**config.mk**
```make
export PLATFORM = sky130hd
export DESIGN_NAME = quad_pos_counter
export DESIGN_NICKNAME = d
export VERILOG_FILES = /design/src/rtl/qpc_pkg.sv /design/src/rtl/qpc_input_cond.sv /design/src/rtl/qpc_decoder.sv /design/src/rtl/qpc_counter.sv /design/src/rtl/quad_pos_counter.sv
export SDC_FILE = /design/constraint.sdc
export NUM_CORES = 1
export LEC_CHECK = 0
export BUFFER_PORTS_ARGS = -buffer_cell sky130_fd_sc_hd__buf_2
export CAP_MARGIN = 20
export CELL_PAD_IN_SITES_DETAIL_PLACEMENT = 0
export CELL_PAD_IN_SITES_GLOBAL_PLACEMENT = 1
export CORE_ASPECT_RATIO = 2
export CORE_MARGIN = 5
export CORE_UTILIZATION = 48
export CTS_CLUSTER_DIAMETER = 100
export DETAILED_ROUTE_END_ITERATION = 6
export GPL_ROUTABILITY_DRIVEN = 0
export PLACE_DENSITY_LB_ADDON = 0.12
export SLEW_MARGIN = 10
export SYNTH_ARGS = -nofsm -noshare
export SYNTH_HDL_FRONTEND = slang
export SYNTH_HIERARCHICAL = 1
export SYNTH_SLANG_ARGS = --single-unit
```
**constraint.sdc**
```tcl
create_clock -name clk -period 6.2 [get_ports clk]
set_input_delay 0.31 -clock clk [delete_from_list [all_inputs] [get_ports clk]]
set_output_delay 0.31 -clock clk [all_outputs]
set_load 0.05 [all_outputs]
```
**src/rtl/qpc_pkg.sv**
```systemverilog
package qpc_pkg;

    // Decoder state: accepted levels, bit1 = A, bit0 = B
    typedef enum logic [1:0] {
        PH_00 = 2'b00,
        PH_01 = 2'b01,
        PH_10 = 2'b10,
        PH_11 = 2'b11
    } phase_t;

    typedef enum logic [1:0] {
        STEP_NONE = 2'd0,
        STEP_UP   = 2'd1,
        STEP_DOWN = 2'd2,
        STEP_BAD  = 2'd3
    } step_t;

    // Successor of a phase in the forward direction
    function automatic phase_t fwd_next(input phase_t p);
        phase_t n;
        unique case (p)
            PH_00: n = PH_10;
            PH_10: n = PH_11;
            PH_11: n = PH_01;
            PH_01: n = PH_00;
        endcase
        return n;
    endfunction

endpackage

```
**src/rtl/qpc_input_cond.sv**
```systemverilog
module qpc_input_cond #(
    parameter int SYNC_STAGES = 2,
    parameter int FILT_LEN    = 4
) (
    input  logic clk,
    input  logic rst_n,
    input  logic raw_i,
    input  logic filt_en_i,
    output logic lvl_o
);
    localparam int HIST_W = FILT_LEN - 1;

    logic [SYNC_STAGES-1:0] sync_q;
    logic [HIST_W-1:0]      hist_q;
    logic                   s_lvl;
    logic [FILT_LEN-1:0]    window;
    logic                   steady;

    assign s_lvl  = sync_q[SYNC_STAGES-1];
    assign window = {hist_q, s_lvl};
    assign steady = (&window) | ~(|window);

    generate
        if (SYNC_STAGES > 1) begin : g_chain
            always_ff @(posedge clk or negedge rst_n) begin
                if (!rst_n) sync_q <= '0;
                else        sync_q <= {sync_q[SYNC_STAGES-2:0], raw_i};
            end
        end else begin : g_single
            always_ff @(posedge clk or negedge rst_n) begin
                if (!rst_n) sync_q <= '0;
                else        sync_q <= raw_i;
            end
        end
    endgenerate

    generate
        if (HIST_W > 1) begin : g_hist
            always_ff @(posedge clk or negedge rst_n) begin
                if (!rst_n) hist_q <= '0;
                else        hist_q <= {hist_q[HIST_W-2:0], s_lvl};
            end
        end else begin : g_hist1
            always_ff @(posedge clk or negedge rst_n) begin
                if (!rst_n) hist_q <= '0;
                else        hist_q <= s_lvl;
            end
        end
    endgenerate

    always_ff @(posedge clk or negedge rst_n) begin
        if (!rst_n)          lvl_o <= 1'b0;
        else if (!filt_en_i) lvl_o <= s_lvl;
        else if (steady)     lvl_o <= s_lvl;
    end

    // with the filter on, a change of output needs a full steady window behind it
    p_filter_window_r2: assert property (@(posedge clk) disable iff (!rst_n)
        (filt_en_i && $past(filt_en_i) && $changed(lvl_o)) |-> $past(steady));

endmodule

```
**src/rtl/qpc_decoder.sv**
```systemverilog
module qpc_decoder
    import qpc_pkg::*;
(
    input  logic  clk,
    input  logic  rst_n,
    input  logic  a_i,
    input  logic  b_i,
    input  logic  mode_x4_i,
    output step_t step_o
);
    phase_t state_q;
    phase_t now_ph;
    logic   a_moved;
    logic   b_moved;

    assign now_ph  = phase_t'({a_i, b_i});
    assign a_moved = state_q[1] ^ a_i;
    assign b_moved = state_q[0] ^ b_i;

    // State register
    always_ff @(posedge clk or negedge rst_n) begin
        if (!rst_n) state_q <= PH_00;
        else        state_q <= now_ph;
    end

    // Step output
    always_comb begin
        step_o = STEP_NONE;
        unique case ({a_moved, b_moved})
            2'b00: step_o = STEP_NONE;
            2'b11: step_o = STEP_BAD;
            2'b10: begin
                if (mode_x4_i) step_o = (now_ph == fwd_next(state_q)) ? STEP_UP : STEP_DOWN;
                else           step_o = (a_i != b_i) ? STEP_UP : STEP_DOWN;
            end
            2'b01: begin
                if (mode_x4_i) step_o = (now_ph == fwd_next(state_q)) ? STEP_UP : STEP_DOWN;
                else           step_o = STEP_NONE;
            end
        endcase
    end

    p_x2_b_ignored_r6: assert property (@(posedge clk) disable iff (!rst_n)
        (!mode_x4_i && (a_i == state_q[1])) |-> (step_o == STEP_NONE));

    p_diag_bad_r7: assert property (@(posedge clk) disable iff (!rst_n)
        ((state_q == PH_00 && now_ph == PH_11) || (state_q == PH_10 && now_ph == PH_01))
        |-> (step_o == STEP_BAD));

    p_fwd_up_r3: assert property (@(posedge clk) disable iff (!rst_n)
        (mode_x4_i && state_q == PH_10 && now_ph == PH_11) |-> (step_o == STEP_UP));

endmodule

```
**src/rtl/qpc_counter.sv**
```systemverilog
module qpc_counter
    import qpc_pkg::*;
#(
    parameter int W = 16
) (
    input  logic         clk,
    input  logic         rst_n,
    input  step_t        step_i,
    input  logic         clr_i,
    input  logic         cap_i,
    output logic [W-1:0] count_o,
    output logic         dir_o,
    output logic [W-1:0] cap_o,
    output logic         err_o
);
    localparam logic [W-1:0] ONE = {{(W-1){1'b0}}, 1'b1};

    always_ff @(posedge clk or negedge rst_n) begin
        if (!rst_n) begin
            count_o <= '0;
        end else if (clr_i) begin
            count_o <= '0;
        end else begin
            unique case (step_i)
                STEP_UP:   count_o <= count_o + ONE;
                STEP_DOWN: count_o <= count_o - ONE;
                default:   count_o <= count_o;
            endcase
        end
    end

    always_ff @(posedge clk or negedge rst_n) begin
        if (!rst_n)                  dir_o <= 1'b0;
        else if (step_i == STEP_UP)   dir_o <= 1'b1;
        else if (step_i == STEP_DOWN) dir_o <= 1'b0;
    end

    always_ff @(posedge clk or negedge rst_n) begin
        if (!rst_n)     cap_o <= '0;
        else if (cap_i) cap_o <= count_o;
    end

    always_ff @(posedge clk or negedge rst_n) begin
        if (!rst_n)                  err_o <= 1'b0;
        else if (step_i == STEP_BAD) err_o <= 1'b1;
    end

    p_clear_wins_r9: assert property (@(posedge clk) disable iff (!rst_n)
        clr_i |=> (count_o == '0));

    p_up_one_r3: assert property (@(posedge clk) disable iff (!rst_n)
        (!clr_i && step_i == STEP_UP) |=> (count_o == $past(count_o) + ONE));

    p_down_one_r4: assert property (@(posedge clk) disable iff (!rst_n)
        (!clr_i && step_i == STEP_DOWN) |=> (count_o == $past(count_o) - ONE));

    p_bad_hold_r7: assert property (@(posedge clk) disable iff (!rst_n)
        (!clr_i && step_i == STEP_BAD) |=> ($stable(count_o) && err_o));

    p_err_sticky_r7: assert property (@(posedge clk) disable iff (!rst_n)
        err_o |=> err_o);

    p_cap_old_r10: assert property (@(posedge clk) disable iff (!rst_n)
        cap_i |=> (cap_o == $past(count_o)));

endmodule

```
**src/rtl/quad_pos_counter.sv**
```systemverilog
module quad_pos_counter
    import qpc_pkg::*;
#(
    parameter int W           = 16,
    parameter int SYNC_STAGES = 2,
    parameter int FILT_LEN    = 4
) (
    input  logic         clk,
    input  logic         rst_n,
    input  logic         a_in,
    input  logic         b_in,
    input  logic         filt_en,
    input  logic         mode_x4,
    input  logic         clr,
    input  logic         cap,
    output logic [W-1:0] count,
    output logic         dir,
    output logic [W-1:0] cap_val,
    output logic         err
);
    localparam int NCH = 2;

    logic [NCH-1:0] raw_v;
    logic [NCH-1:0] lvl_v;
    step_t          step;

    assign raw_v = {a_in, b_in};

    generate
        for (genvar ch = 0; ch < NCH; ch++) begin : g_in
            qpc_input_cond #(
                .SYNC_STAGES(SYNC_STAGES),
                .FILT_LEN   (FILT_LEN)
            ) u_cond (
                .clk      (clk),
                .rst_n    (rst_n),
                .raw_i    (raw_v[ch]),
                .filt_en_i(filt_en),
                .lvl_o    (lvl_v[ch])
            );
        end
    endgenerate

    qpc_decoder u_dec (
        .clk      (clk),
        .rst_n    (rst_n),
        .a_i      (lvl_v[1]),
        .b_i      (lvl_v[0]),
        .mode_x4_i(mode_x4),
        .step_o   (step)
    );

    qpc_counter #(.W(W)) u_cnt (
        .clk    (clk),
        .rst_n  (rst_n),
        .step_i (step),
        .clr_i  (clr),
        .cap_i  (cap),
        .count_o(count),
        .dir_o  (dir),
        .cap_o  (cap_val),
        .err_o  (err)
    );

    p_dir_up_r3: assert property (@(posedge clk) disable iff (!rst_n)
        (step == STEP_UP) |=> dir);

    p_dir_down_r4: assert property (@(posedge clk) disable iff (!rst_n)
        (step == STEP_DOWN) |=> !dir);

endmodule

```
# Yosys cells after proc, flatten, opt, wreduce, memory -nomap -nowiden
# Index checks and enable logic that the tools add are counted.
# op_classes
reduce_logical,8
mux,18
n_bitwise,6
addsub,2
eq_ne,14
# op_table
operator,n
16-bit case mux with 2 select lines,1
16-bit by 1-bit adder with 16-bit output (second input constant),1
16-bit two-way mux,1
2-bit two-way mux,8
2-bit case mux with 4 select lines,2
16-bit by 1-bit subtractor with 16-bit output (second input constant),1
2-bit == test (second input constant),6
4-bit AND reduction,2
4-bit OR reduction,2
2-bit by 1-bit == test with 1-bit output (second input constant),3
1-bit two-way mux,6
2-bit == test,2
2-bit logical NOT,2
2-bit by 1-bit inequality test with 1-bit output (second input constant),2
3-bit nonzero test,1
1-bit NOT,2
1-bit bitwise OR,2
2-bit nonzero test,1
1-bit XOR,2
1-bit inequality test,1
# totals
inputBits,8
elab_cells,59
output_inout_bits,34
register_bits,48

# Longest topological paths before layout
# Gate-level depths: netlist of the first run.
# depth
depth_word,11
ltp_mapped,18

# By module
# The synthesis of the first run kept the hierarchy.
# by_module_without_submodules
module,cells_each,seq_area_each_um2,area_per_inst_um2,instances
qpc_counter,280,850.8,2536.2,1
qpc_input_cond,11,150.1,178.9,2
qpc_decoder,15,50.0,120.1,1

# Worst setup path after synthesis of the first run
# OpenSTA, ideal clock, no wires.
# synth_path
path_type,register to register
from,register g_in[1].u_cond.lvl_o
to,register u_cnt.count_o[10]
path_stages_with_launch,19
path_slack_ps,2405
period_less_slack_ps,3795
t_arrival_ps,3668
path_buffers,5
setup_time_ps,128
cell_sequence,dfrtp_1 > or2_1 > nand2_1 > a211oi_1 > inv_1 > ha_1 > buf_6 > buf_2 > buf_6 > buf_6 > buf_2 > xor2_1 > ha_1 > and3b_1 > o21ai_1 > nor4_1 > o2bb2ai_1 > a221oi_1 > mux2_1
# synth_via
elab_chain_cells,7
word_cells_on_any_way,19
cone_classes,eq/ne: 8; mux: 8; bitwise: 1; reduce/logical: 2
# synth_rtl
element,line_no,text
from (decl),qpc_input_cond.sv:9,output logic lvl_o
from (signal assigned),qpc_input_cond.sv:53,else if (!filt_en_i) lvl_o <= s_lvl;
from (signal assigned),qpc_input_cond.sv:54,else if (steady) lvl_o <= s_lvl;
"2-bit == test, or another cell as far along",qpc_decoder.sv:37,if (mode_x4_i) step_o = (now_ph == fwd_next(state_q)) ? STEP_UP : STEP_DOWN;
2-bit two-way mux (on tied branches),"qpc_decoder.sv:37, qpc_decoder.sv:33, qpc_decoder.sv:34",
2-bit two-way mux (on tied branches),"qpc_decoder.sv:37, qpc_decoder.sv:33",
2-bit case mux with 4 select lines *,qpc_decoder.sv:29,"unique case ({a_moved, b_moved})"
via step[0],quad_pos_counter.sv:25,step_t step;
2-bit == test / 2-bit by 1-bit == test with 1-bit output (equally long branches),qpc_counter.sv:24,unique case (step_i)
16-bit case mux with 2 select lines,qpc_counter.sv:24,
16-bit two-way mux,qpc_counter.sv:21,end else if (clr_i) begin
to (signal assigned),qpc_counter.sv:25,STEP_UP: count_o <= count_o + ONE;
to (signal assigned),qpc_counter.sv:26,STEP_DOWN: count_o <= count_o - ONE;
to (signal assigned),qpc_counter.sv:27,default: count_o <= count_o;
to (decl),qpc_counter.sv:11,"output logic [W-1:0] count_o,"
# Mark *: on every way through the listed nets, which the timed path passes. The rest lies on a longest branch.
# A chain may end at the register's enable or synchronous reset.

# Worst setup path after layout of the first run
# Same ends and word-level chain as after synthesis.

==> out/metrics.yaml, run 1 <==
fmax_mhz: 264
post-route-min-period_ps: 3790
worst_slew_pin_slew_ps: 668
vias_per_cell: 5.93
critical_path.endpoint_type: "flip-flop"
post-place-cells: 420
via_count_of_the_first_global_routing_pass: 2452
drtIter0Drc: 174
synthesis.nets: 332
cpLargestDelayFamily: "compound AO/OA/AOI/OAI gates"
die-width_um: 66.0
cp_slowest_stage_delay_ps: 460
ff2ff_setup_slack_ps: 2410
clock_tree.root_cell: "sky130_fd_sc_hd__clkbuf_16"
number_of_antenna_violations_at_the_first_check_in_global_routing: 0
port_buffers: 41
synth-seq-area-share_pct: 39.9
critical_path_peak_fanout: 49
startpoint_type: "flip-flop"
placement_rows: 41
worst_r2r_endpoint: "u_cnt/count_o[10]"
yosys_most_used_dff: "sky130_fd_sc_hd__dfrtp_1"
worst_ep_required_time_ps: 6380
synthDistinctLibCells: 69
drc: 0
global_route_wire_length_before_repair_um: 12100
crit_path_start: "g_in[1].u_cond/lvl_o"
pin_count: 42
grt_util_all_layers_pct: 19.3
grt_max_degree: 50
placeableCoreArea_sq_um: 6210
crit-reg2reg-launch: "g_in[1].u_cond/lvl_o"
count_of_cells_resized_by_post_cts_repair: 0
dieHeight_um: 122
endpoint: "u_cnt/count_o[10]"
die_area_sq_um: 8060
detailedPlace.worstSlack_ps: 2480
fin_setup_tns_ps: 0
postSynthRegisterBits: 48
htreeDepth: 2
holdCritPathClass: "primary input to async pin"
min_period_over_period_pct: 61.1
cell_type_contributing_the_most_total_cell_area_after_synthesis: "sky130_fd_sc_hd__dfrtp_1"
cells_traversed_along_the_worst_timing_path: "or2_1 -> nand2_1 -> a211oi_1 -> inv_1 -> ha_1 -> buf_4 -> xor2_1 -> ha_1 -> and3b_1 -> o21ai_1 -> nor4_1 -> o2bb2ai_1 -> a221oi_1 -> mux2_1"
synthToLayoutAreaGrowth_pct: 12.5
wire_per_inst_um: 17.0
run_status: "complete, no violations"
hpwl_um: 4940
syn_area_per_cell_sq_um: 9.51
worstPathBufferInverterCount: 2
initial_utilization_pct: 48.6
antenna_left: 0
final_critical_path_setup_slack_ps: 2410
worst_voltage_drop_across_the_vdd_grid_mv: 0.312
synth_area_leaders: "sky130_fd_sc_hd__dfrtp_1, sky130_fd_sc_hd__mux2_2, sky130_fd_sc_hd__a21oi_1"
max_cap_violations: 0
totalWireLength_um: 7310
clkTransAtPathRegs_ps: 70
yosys_warning_total: 6
cts_tree: "done"
yosys.area.top_type_share_pct: 39.9
netlist_area_sq_um: 3010
post_cts.repair.setup_buffers: 0
layout.core_utilization_pct: 54.6
relSlewSlack_pct: 55.5
netlist_instances: 317
power_density_nw_per_um2: 495
setup.worst_path.class: "flip-flop to flip-flop"
design.final.nets: 357
static-leakage-power_nw: 1.54
timing.critical_path.slowest_stage_cell: "sky130_fd_sc_hd__dfrtp_1"
critPathArrivalTime_ps: 3960
cpMostUsedCell: "sky130_fd_sc_hd__ha_1"
synth-edff-count: 0
number_of_detailed_routing_iterations_run_before_antenna_repair: 5
report.final.slew_viol_count: 0
cp_num_cells: 14
ys_async_sr_fraction_pct: 100
final.setup_skew_ps: 7.82
hold_viol_final: 0
layout-drive-gt1-share_pct: 24.2
detailroute.via_count: 2546
timing.final.setup_violations: 0
cts-buffers-inserted: 5
antennaDiodeCount: 0
aggregate_global_routing_overflow: 0
cts_hold_repair.buffers: 0
setup_repair_after_global_routing_missed_its_margin: "false"
layoutNonFillerInstCount: 429
cts.path.max_buffers: 2
cts_num_sinks: 48
worst_skew_pair.late_latency_ps: 290
r2r_cells: 14
## layer usage
layer / vias to the layer above / track usage [%] / part of all wire [%]
li1: 1220 / - / -
met1: 1252 / 23.3 / 41
met2: 62 / 33.6 / 52
met3: 12 / 2.58 / 4.4
met4: 0 / 8.14 / 2.2
met5: - / 0 / 0
## registers in the layout, indices dropped and copies added, names as in the netlist
register,flops
g_in.u_cond/hist_q,6
u_dec/state_q,2
u_cnt/cap_o,16
g_in.u_cond/lvl_o,2
u_cnt/dir_o,1
g_in.u_cond/sync_q,4
u_cnt/count_o,16
u_cnt/err_o,1
## layout by cell type (no fill, tap or decap), drive strengths merged, types with 10 or more instances in the layout
cell / count
a21oi: 24
nor2: 21
buf: 43
nand2: 16
mux2: 18
inv: 13
nand3: 10
o21ai: 18
dfrtp: 48
## final cells by class
cell class | instances | area, sq um
Multi-Input combinational cell | 231 | 1620
Inverter | 13 | 48.8
Sequential cell | 48 | 1200
Tap cell | 86 | 108
Fill cell | 567 | 2820
Clock inverter | 3 | 46.3
Timing Repair Buffer | 43 | 240
Clock buffer | 5 | 125
## worst min path at each step
stage | from | endpoint | cells past startpoint
after floorplan | rst_n | g_in[0].u_cond/hist_q[0] | 0
final | rst_n | u_cnt/count_o[7] | 1
after detailed placement | g_in[1].u_cond/sync_q[0] | g_in[1].u_cond/sync_q[1] | 0
after global routing | rst_n | u_cnt/cap_o[6] | 1
after global placement | g_in[1].u_cond/sync_q[0] | g_in[1].u_cond/sync_q[1] | 0
after CTS | a_in | g_in[1].u_cond/sync_q[0] | 1
## cells in the mapped netlist (3+ instances only)
master / count
sky130_fd_sc_hd__clkbuf_1: 9
sky130_fd_sc_hd__ha_1: 7
sky130_fd_sc_hd__and3b_1: 3
sky130_fd_sc_hd__o21ai_0: 11
sky130_fd_sc_hd__nor2b_1: 3
sky130_fd_sc_hd__a211oi_1: 4
sky130_fd_sc_hd__nand4_1: 4
sky130_fd_sc_hd__buf_2: 8
sky130_fd_sc_hd__a21oi_1: 22
sky130_fd_sc_hd__nor3b_1: 7
sky130_fd_sc_hd__inv_1: 11
sky130_fd_sc_hd__mux2_2: 16
sky130_fd_sc_hd__nand2_1: 16
sky130_fd_sc_hd__nor3_1: 9
sky130_fd_sc_hd__a311oi_1: 4
sky130_fd_sc_hd__o21ai_1: 7
sky130_fd_sc_hd__dfrtp_1: 48
sky130_fd_sc_hd__or3_1: 3
sky130_fd_sc_hd__nand3_1: 10
sky130_fd_sc_hd__o211ai_1: 3
sky130_fd_sc_hd__xnor2_1: 4
sky130_fd_sc_hd__xor2_1: 5
sky130_fd_sc_hd__nor2_1: 20
sky130_fd_sc_hd__o31a_1: 3
sky130_fd_sc_hd__mux2i_1: 3
sky130_fd_sc_hd__and3_1: 3
sky130_fd_sc_hd__o21a_1: 4
sky130_fd_sc_hd__buf_6: 4
sky130_fd_sc_hd__nor4_1: 6
## power breakdown
part / switching [mW] / internal, mW / leakage (nW) / total, mW
clock: 0.122 / 0.192 / 0.0804 / 0.314
combinational: 0.574 / 0.255 / 0.854 / 0.829
sequential: 0.138 / 0.397 / 0.611 / 0.535
## logic make-up after synthesis
family / count (synthesis) / share of synthesized area [%]
adders and majority gates: 7 / 2.91
muxes: 21 / 7.72
xor gates and xnor gates: 9 / 2.62
and+or+nand+nor: 103 / 19.4
buffers and inverters: 38 / 6.31
AOI/OAI and AO/OA: 91 / 21.2
DFF: 48 / 39.9
## stage by stage
step           total power [mW]  area, sq um  hold slack [ps]
6_report                   1.68         3390             19.7
5_1_grt                    1.78         3390             65.7
4_1_cts                    1.69         3360              117
3_5_place_dp               1.37         3190              337
3_3_place_gp               1.35         3190              334
2_1_floorplan              1.20         3010             14.4
(Power assumes the default switching activity.)
==> run 2: changes to the inputs <==
--- a/config.mk
+++ b/config.mk
@@ -11,7 +11,7 @@
 export CELL_PAD_IN_SITES_GLOBAL_PLACEMENT = 1
 export CORE_ASPECT_RATIO = 2
 export CORE_MARGIN = 5
-export CORE_UTILIZATION = 48
+export CORE_UTILIZATION = 44
 export CTS_CLUSTER_DIAMETER = 100
 export DETAILED_ROUTE_END_ITERATION = 6
 export GPL_ROUTABILITY_DRIVEN = 0
==> constraint.sdc (replaced) <==
create_clock -name clk -period 3.5 [get_ports clk]
set_input_delay 0.175 -clock clk [delete_from_list [all_inputs] [get_ports clk]]
set_output_delay 0.175 -clock clk [all_outputs]
set_load 0.05 [all_outputs]
==> run 2 against run 1 <==
Sequential power increased by 80%. Clock power increased by 97%. Wire length increased by 9.9%. Die area increased by 8.0%. Critical path depth decreased by 2. Flip-flop and latch count unchanged. Final cell count increased by 2.1%. Hold slack improved by 210 ps. Via count increased by 2.6%. Largest cell class unchanged. Clock-buffer cell count unchanged. Fmax increased by 16%. Clock skew decreased by 4.7 ps.
==> out/metrics.yaml, run 2 (same netlist as run 1, synthesis figures left out) <==
run_status: "complete, no violations"
power_mw: 3.09
worst_ep_required_time_ps: 3730
clock_tree.root_cell: "sky130_fd_sc_hd__clkbuf_16"
power.share.switching_pct: 48.6
holdCritPathClass: "primary input to flip-flop"
worst_skew_pair.late_latency_ps: 290
die_area_sq_um: 8710
timing.final.setup_violations: 0
totalWireLength_um: 8030
min_period_over_period_pct: 93.6
pin_count: 42
power.net_switching_mw: 1.50
layout-drive-gt1-share_pct: 26.9
htreeDepth: 2
drtIter0Drc: 156
fin_setup_tns_ps: 0
grt_util_all_layers_pct: 19.7
initial_utilization_pct: 45.2
number_of_antenna_violations_at_the_first_check_in_global_routing: 0
layout.core_utilization_pct: 52.4
layout_common_cells: "sky130_fd_sc_hd__dfrtp_1, sky130_fd_sc_hd__buf_2, sky130_fd_sc_hd__a21oi_1"
startpoint_type: "flip-flop"
post_cts.repair.setup_buffers: 0
final_critical_path_setup_slack_ps: 224
setup.worst_path.class: "flip-flop to flip-flop"
biggestRegsByFlops: "u_cnt/cap_o (16), u_cnt/count_o (16), g_in.u_cond/hist_q (6)"
detailroute.via_count: 2613
comb_power_share_pct: 48.9
critical_path_peak_fanout: 9
static-leakage-power_nw: 1.59
antennaDiodeCount: 0
count_of_cells_resized_by_post_cts_repair: 0
placement_rows: 42
hold_viol_final: 0
cts.path.max_buffers: 2
hpwl_um: 5740
clkTransAtPathRegs_ps: 70
critPathArrivalTime_ps: 3500
pwr-share-clk_pct: 20.0
max_cap_violations: 0
cts-buffers-inserted: 5
antenna_left: 0
number_of_detailed_routing_iterations_run_before_antenna_repair: 4
fill_cells: 686
relSlewSlack_pct: 66.8
final.setup_skew_ps: 3.12
worst_slew_pin_slew_ps: 498
fmax_mhz: 305
design.final.nets: 364
final_common_cell: "sky130_fd_sc_hd__dfrtp_1"
cts_hold_repair.buffers: 2
via_count_of_the_first_global_routing_pass: 2558
die-width_um: 68.5
placeableCoreArea_sq_um: 6670
vias_per_cell: 5.97
aggregate_global_routing_overflow: 0
power_density_nw_per_um2: 883
p_int_mw: 1.59
drc: 0
cts_tree: "done"
cts_num_sinks: 48
wire_per_inst_um: 18.3
critical_path.endpoint_type: "flip-flop"
grt_max_degree: 49
worst_voltage_drop_across_the_vdd_grid_mv: 0.447
setup_repair_after_global_routing_missed_its_margin: "false"
post-route-min-period_ps: 3280
report.final.slew_viol_count: 0
detailedPlace.worstSlack_ps: 234
global_route_wire_length_before_repair_um: 12900
dieHeight_um: 127
port_buffers: 41
power_frac_seq_pct: 31.1
synthToLayoutAreaGrowth_pct: 16.1
[run 2: path summary, 6_finish.rpt]
| check | from | endpoint | slack [ps] | cells after the start |
|---|---|---|---|---|
| max reg2reg | g_in[1].u_cond/lvl_o | u_cnt/count_o[14] | 220 | 12 |
| min reg2reg | g_in[1].u_cond/sync_q[0] | g_in[1].u_cond/sync_q[1] | 360 | 0 |
| max in group asynchronous | rst_n | u_cnt/cap_o[1] | 2660 | 3 |
| min | filt_en | g_in[1].u_cond/lvl_o | 230 | 3 |
| max | g_in[1].u_cond/lvl_o | u_cnt/count_o[14] | 220 | 12 |
| min in group asynchronous | rst_n | u_cnt/cap_o[5] | 340 | 2 |
[run 2: critical path, stage by stage, from the launching register on]
cell	delay (ps)
sky130_fd_sc_hd__dfrtp_1	460
sky130_fd_sc_hd__nand2_1	160
sky130_fd_sc_hd__o21ai_0	130
sky130_fd_sc_hd__a211oi_2	340
sky130_fd_sc_hd__ha_2	280
sky130_fd_sc_hd__xor2_1	230
sky130_fd_sc_hd__ha_2	250
sky130_fd_sc_hd__nor3b_1	180
sky130_fd_sc_hd__o21ai_1	170
sky130_fd_sc_hd__a21oi_2	280
sky130_fd_sc_hd__o2111ai_1	250
sky130_fd_sc_hd__a2111o_1	410
sky130_fd_sc_hd__nand3_1	70
[run 2: cell type report]
class | instances | area (sq um) | area share, %
multi-input combinational | 231 | 1650 | 47.2
sequential | 48 | 1200 | 34.3
timing repair buffer | 50 | 293 | 8.37
clock buffer | 5 | 125 | 3.58
tap | 88 | 110 | 3.15
clock inverter | 3 | 68.8 | 1.97
inverter | 13 | 48.8 | 1.39
[run 2: metal layers]
| metal | global-route usage (%) | share of wire (%) | routed length (um) | vias up |
|---|---|---|---|---|
| li1 | - | - | - | 1228 |
| met2 | 35.2 | 56 | 4480 | 75 |
| met5 | 0 | 0 | 0 | - |
| met1 | 22.2 | 38 | 3030 | 1294 |
| met4 | 8.21 | 2.8 | 226 | 0 |
| met3 | 2.90 | 3.7 | 301 | 16 |
[run 2: power groups by stage]
stage	combinational (mW)	sequential, mW	clock (mW)
2_1_floorplan	0.820	1.32	0
3_3_place_gp	1.50	0.970	0
3_5_place_dp	1.50	0.975	0
4_1_cts	1.51	0.965	0.638
5_1_grt	1.62	1.00	0.661
6_report	1.51	0.961	0.619
[run 2: stage by stage]
step	hold slack (ps)	instances	instance area (sq um)
floorplan	-121	317	3060
global placement	284	426	3250
detailed placement	284	426	3250
CTS	123	436	3470
global route	248	438	3500
finish	233	438	3500
==> run 3: changes to the inputs <==
--- a/config.mk
+++ b/config.mk
@@ -11,7 +11,8 @@
 export CELL_PAD_IN_SITES_GLOBAL_PLACEMENT = 1
 export CORE_ASPECT_RATIO = 2
 export CORE_MARGIN = 5
-export CORE_UTILIZATION = 44
+export CORE_UTILIZATION = 46
+export CTS_BUF_LIST = sky130_fd_sc_hd__clkbuf_8
 export CTS_CLUSTER_DIAMETER = 100
 export DETAILED_ROUTE_END_ITERATION = 6
 export GPL_ROUTABILITY_DRIVEN = 0
==> run 3 against run 2 <==
Die area decreased by 3.9%. Final cell count is 0.23% lower. Hold slack worse by 20 ps. Sequential share of layout area increased by 0.44 points. Worst setup slack gained 8.5 ps. Clock power shrank 22%. Critical path depth down 1. Register-to-register slack about the same. Sequential power shrank 1%. Critical path type unchanged.
==> out/metrics.yaml, run 3 (same netlist as run 1, synthesis figures left out) <==
run_status: "complete, no violations"
number_of_antenna_violations_at_the_first_check_in_global_routing: 0
cts_tree: "done"
totalWireLength_um: 8110
critPathArrivalTime_ps: 3510
htreeDepth: 2
cts.path.max_buffers: 2
layout_common_cells: "sky130_fd_sc_hd__dfrtp_1, sky130_fd_sc_hd__buf_2, sky130_fd_sc_hd__a21oi_1"
hold_crit_endpoint: "g_in[0].u_cond/lvl_o"
r2r_cells: 11
holdCritPathClass: "primary input to flip-flop"
worst_hold_path.num_cells: 3
crit_path_start: "g_in[1].u_cond/lvl_o"
pin_count: 42
final.setup_skew_ps: 9.14
port_buffers: 41
die_area_sq_um: 8370
cells_traversed_along_the_worst_timing_path: "nand2_1 -> o21ai_0 -> a211oi_2 -> ha_2 -> buf_8 -> and3b_2 -> a32oi_1 -> o22a_2 -> a21oi_2 -> or4_1 -> nand4_1"
wire_per_inst_um: 18.6
grt.met3_usage_pct: 2.44
relSlewSlack_pct: 62.6
final_common_cell: "sky130_fd_sc_hd__dfrtp_1"
fmax_mhz: 306
worst_ep_required_time_ps: 3750
fin_setup_tns_ps: 0
timing.final.setup_violations: 0
antenna_left: 0
critical_path.endpoint_type: "flip-flop"
drc: 0
cp_slowest_stage_delay_ps: 520
finalHoldWorstSlack_ps: 212
global_route_wire_length_before_repair_um: 13700
global_route.peak_usage_layer: "met2"
initial_utilization_pct: 47.4
crit-reg2reg-launch: "g_in[1].u_cond/lvl_o"
power_density_nw_per_um2: 862
clkTransAtPathRegs_ps: 100
post_cts.repair.setup_buffers: 0
synthToLayoutAreaGrowth_pct: 14.6
post-route-min-period_ps: 3270
static-leakage-power_nw: 1.57
worst_voltage_drop_across_the_vdd_grid_mv: 0.523
ff2ff_setup_slack_ps: 230
hpwl_um: 5880
cts_num_sinks: 48
dieHeight_um: 124
report.final.slew_viol_count: 0
placeableCoreArea_sq_um: 6360
layout-drive-gt1-share_pct: 27.1
grt_max_degree: 49
via_count_of_the_first_global_routing_pass: 2650
antennaDiodeCount: 0
grtUsageMet2_pct: 36.8
worst_r2r_endpoint: "u_cnt/count_o[15]"
die-width_um: 67.2
drtIter0Drc: 129
placement_rows: 41
clock_tree.root_cell: "sky130_fd_sc_hd__clkbuf_8"
worst_slew_pin_slew_ps: 561
setup_repair_after_global_routing_missed_its_margin: "false"
design.final.nets: 365
startpoint_type: "flip-flop"
detailroute.via_count: 2609
max_cap_violations: 0
grt_util_met1_pct: 24.2
vias_per_cell: 5.97
biggestRegsByFlops: "u_cnt/cap_o (16), u_cnt/count_o (16), g_in.u_cond/hist_q (6)"
min_period_over_period_pct: 93.4
worst_hold_startpoint: "filt_en"
number_of_detailed_routing_iterations_run_before_antenna_repair: 4
critical_path_peak_fanout: 48
aggregate_global_routing_overflow: 0
hold_viol_final: 0
worstPathBufferInverterCount: 1
timing.critical_path.slowest_stage_cell: "sky130_fd_sc_hd__or4_1"
setup.worst_path.class: "flip-flop to flip-flop"
cts-buffers-inserted: 5
worst_skew_pair.late_latency_ps: 310
cpLargestDelayFamily: "compound AO/OA/AOI/OAI gates"
grt_util_all_layers_pct: 21.2
run 3: cell types whose count changed in the layout (fill, tap and decap cells not counted), sizes merged:
cell / previous run / this run
buf: 47 / 48
run 3: worst register-to-register path, stage by stage (launching register included):
cell and delay, ps:
sky130_fd_sc_hd__dfrtp_1 460, sky130_fd_sc_hd__nand2_1 160, sky130_fd_sc_hd__o21ai_0 140, sky130_fd_sc_hd__a211oi_2 360, sky130_fd_sc_hd__ha_2 290, sky130_fd_sc_hd__buf_8 270, sky130_fd_sc_hd__and3b_2 250, sky130_fd_sc_hd__a32oi_1 320
sky130_fd_sc_hd__o22a_2 270, sky130_fd_sc_hd__a21oi_2 70, sky130_fd_sc_hd__or4_1 520, sky130_fd_sc_hd__nand4_1 110
run 3: worst max-delay path by stage:
| stage | to | slack [ps] | depth (start not counted) |
|---|---|---|---|
| final | u_cnt/count_o[15] | 230 | 11 |
| after floorplan | u_cnt/count_o[10] | 10 | 18 |
| after detailed placement | u_cnt/count_o[15] | 160 | 11 |
| after global routing | u_cnt/count_o[9] | 40 | 11 |
| after CTS | u_cnt/count_o[15] | 140 | 11 |
| after global placement | u_cnt/count_o[15] | 230 | 11 |
run 3: power by group:
part           total (mW)  internal, mW  switching [mW]
registers           0.949         0.703           0.247
logic                1.55         0.485            1.06
clock network       0.484         0.288           0.196
run 3: what timing repair did:
| item | CTS | global route |
|---|---|---|
| endpoints found under the setup margin | 0 | 5 |
| hold endpoints to repair | 2 | 15 |
| gates resized for setup | 0 | 3 |
| hold buffers | 2 | 1 |
run 3: final cells by class:
class | count | area, sq um
clock buffers | 5 | 68.8
clock inverters | 3 | 68.8
fillers | 661 | 2910
inverters | 13 | 48.8
multi-input cells | 231 | 1650
flip-flops and latches | 48 | 1200
well taps | 86 | 108
repair buffers | 51 | 308
run 3: metal layers:
metal	share of wire (%)	wire, um	vias up
li1	-	-	1232
met1	38	3100	1294
met2	55	4420	61
met3	3.1	251	22
met4	4.2	338	0
met5	0	0	-
run 3: through the flow:
stage / cell area, sq um / instances / total power, mW / setup slack (ps) / utilization, %
after floorplan: 3060 / 317 / 2.14 / 12.8 / -
after global placement: 3260 / 425 / 2.48 / 233 / 51.2
after detailed placement: 3260 / 425 / 2.50 / 165 / 51.2
after CTS: 3420 / 435 / 3.00 / 138 / 53.7
after global routing: 3450 / 437 / 3.17 / 37.7 / 54.3
final: 3450 / 437 / 2.98 / 233 / 54.3
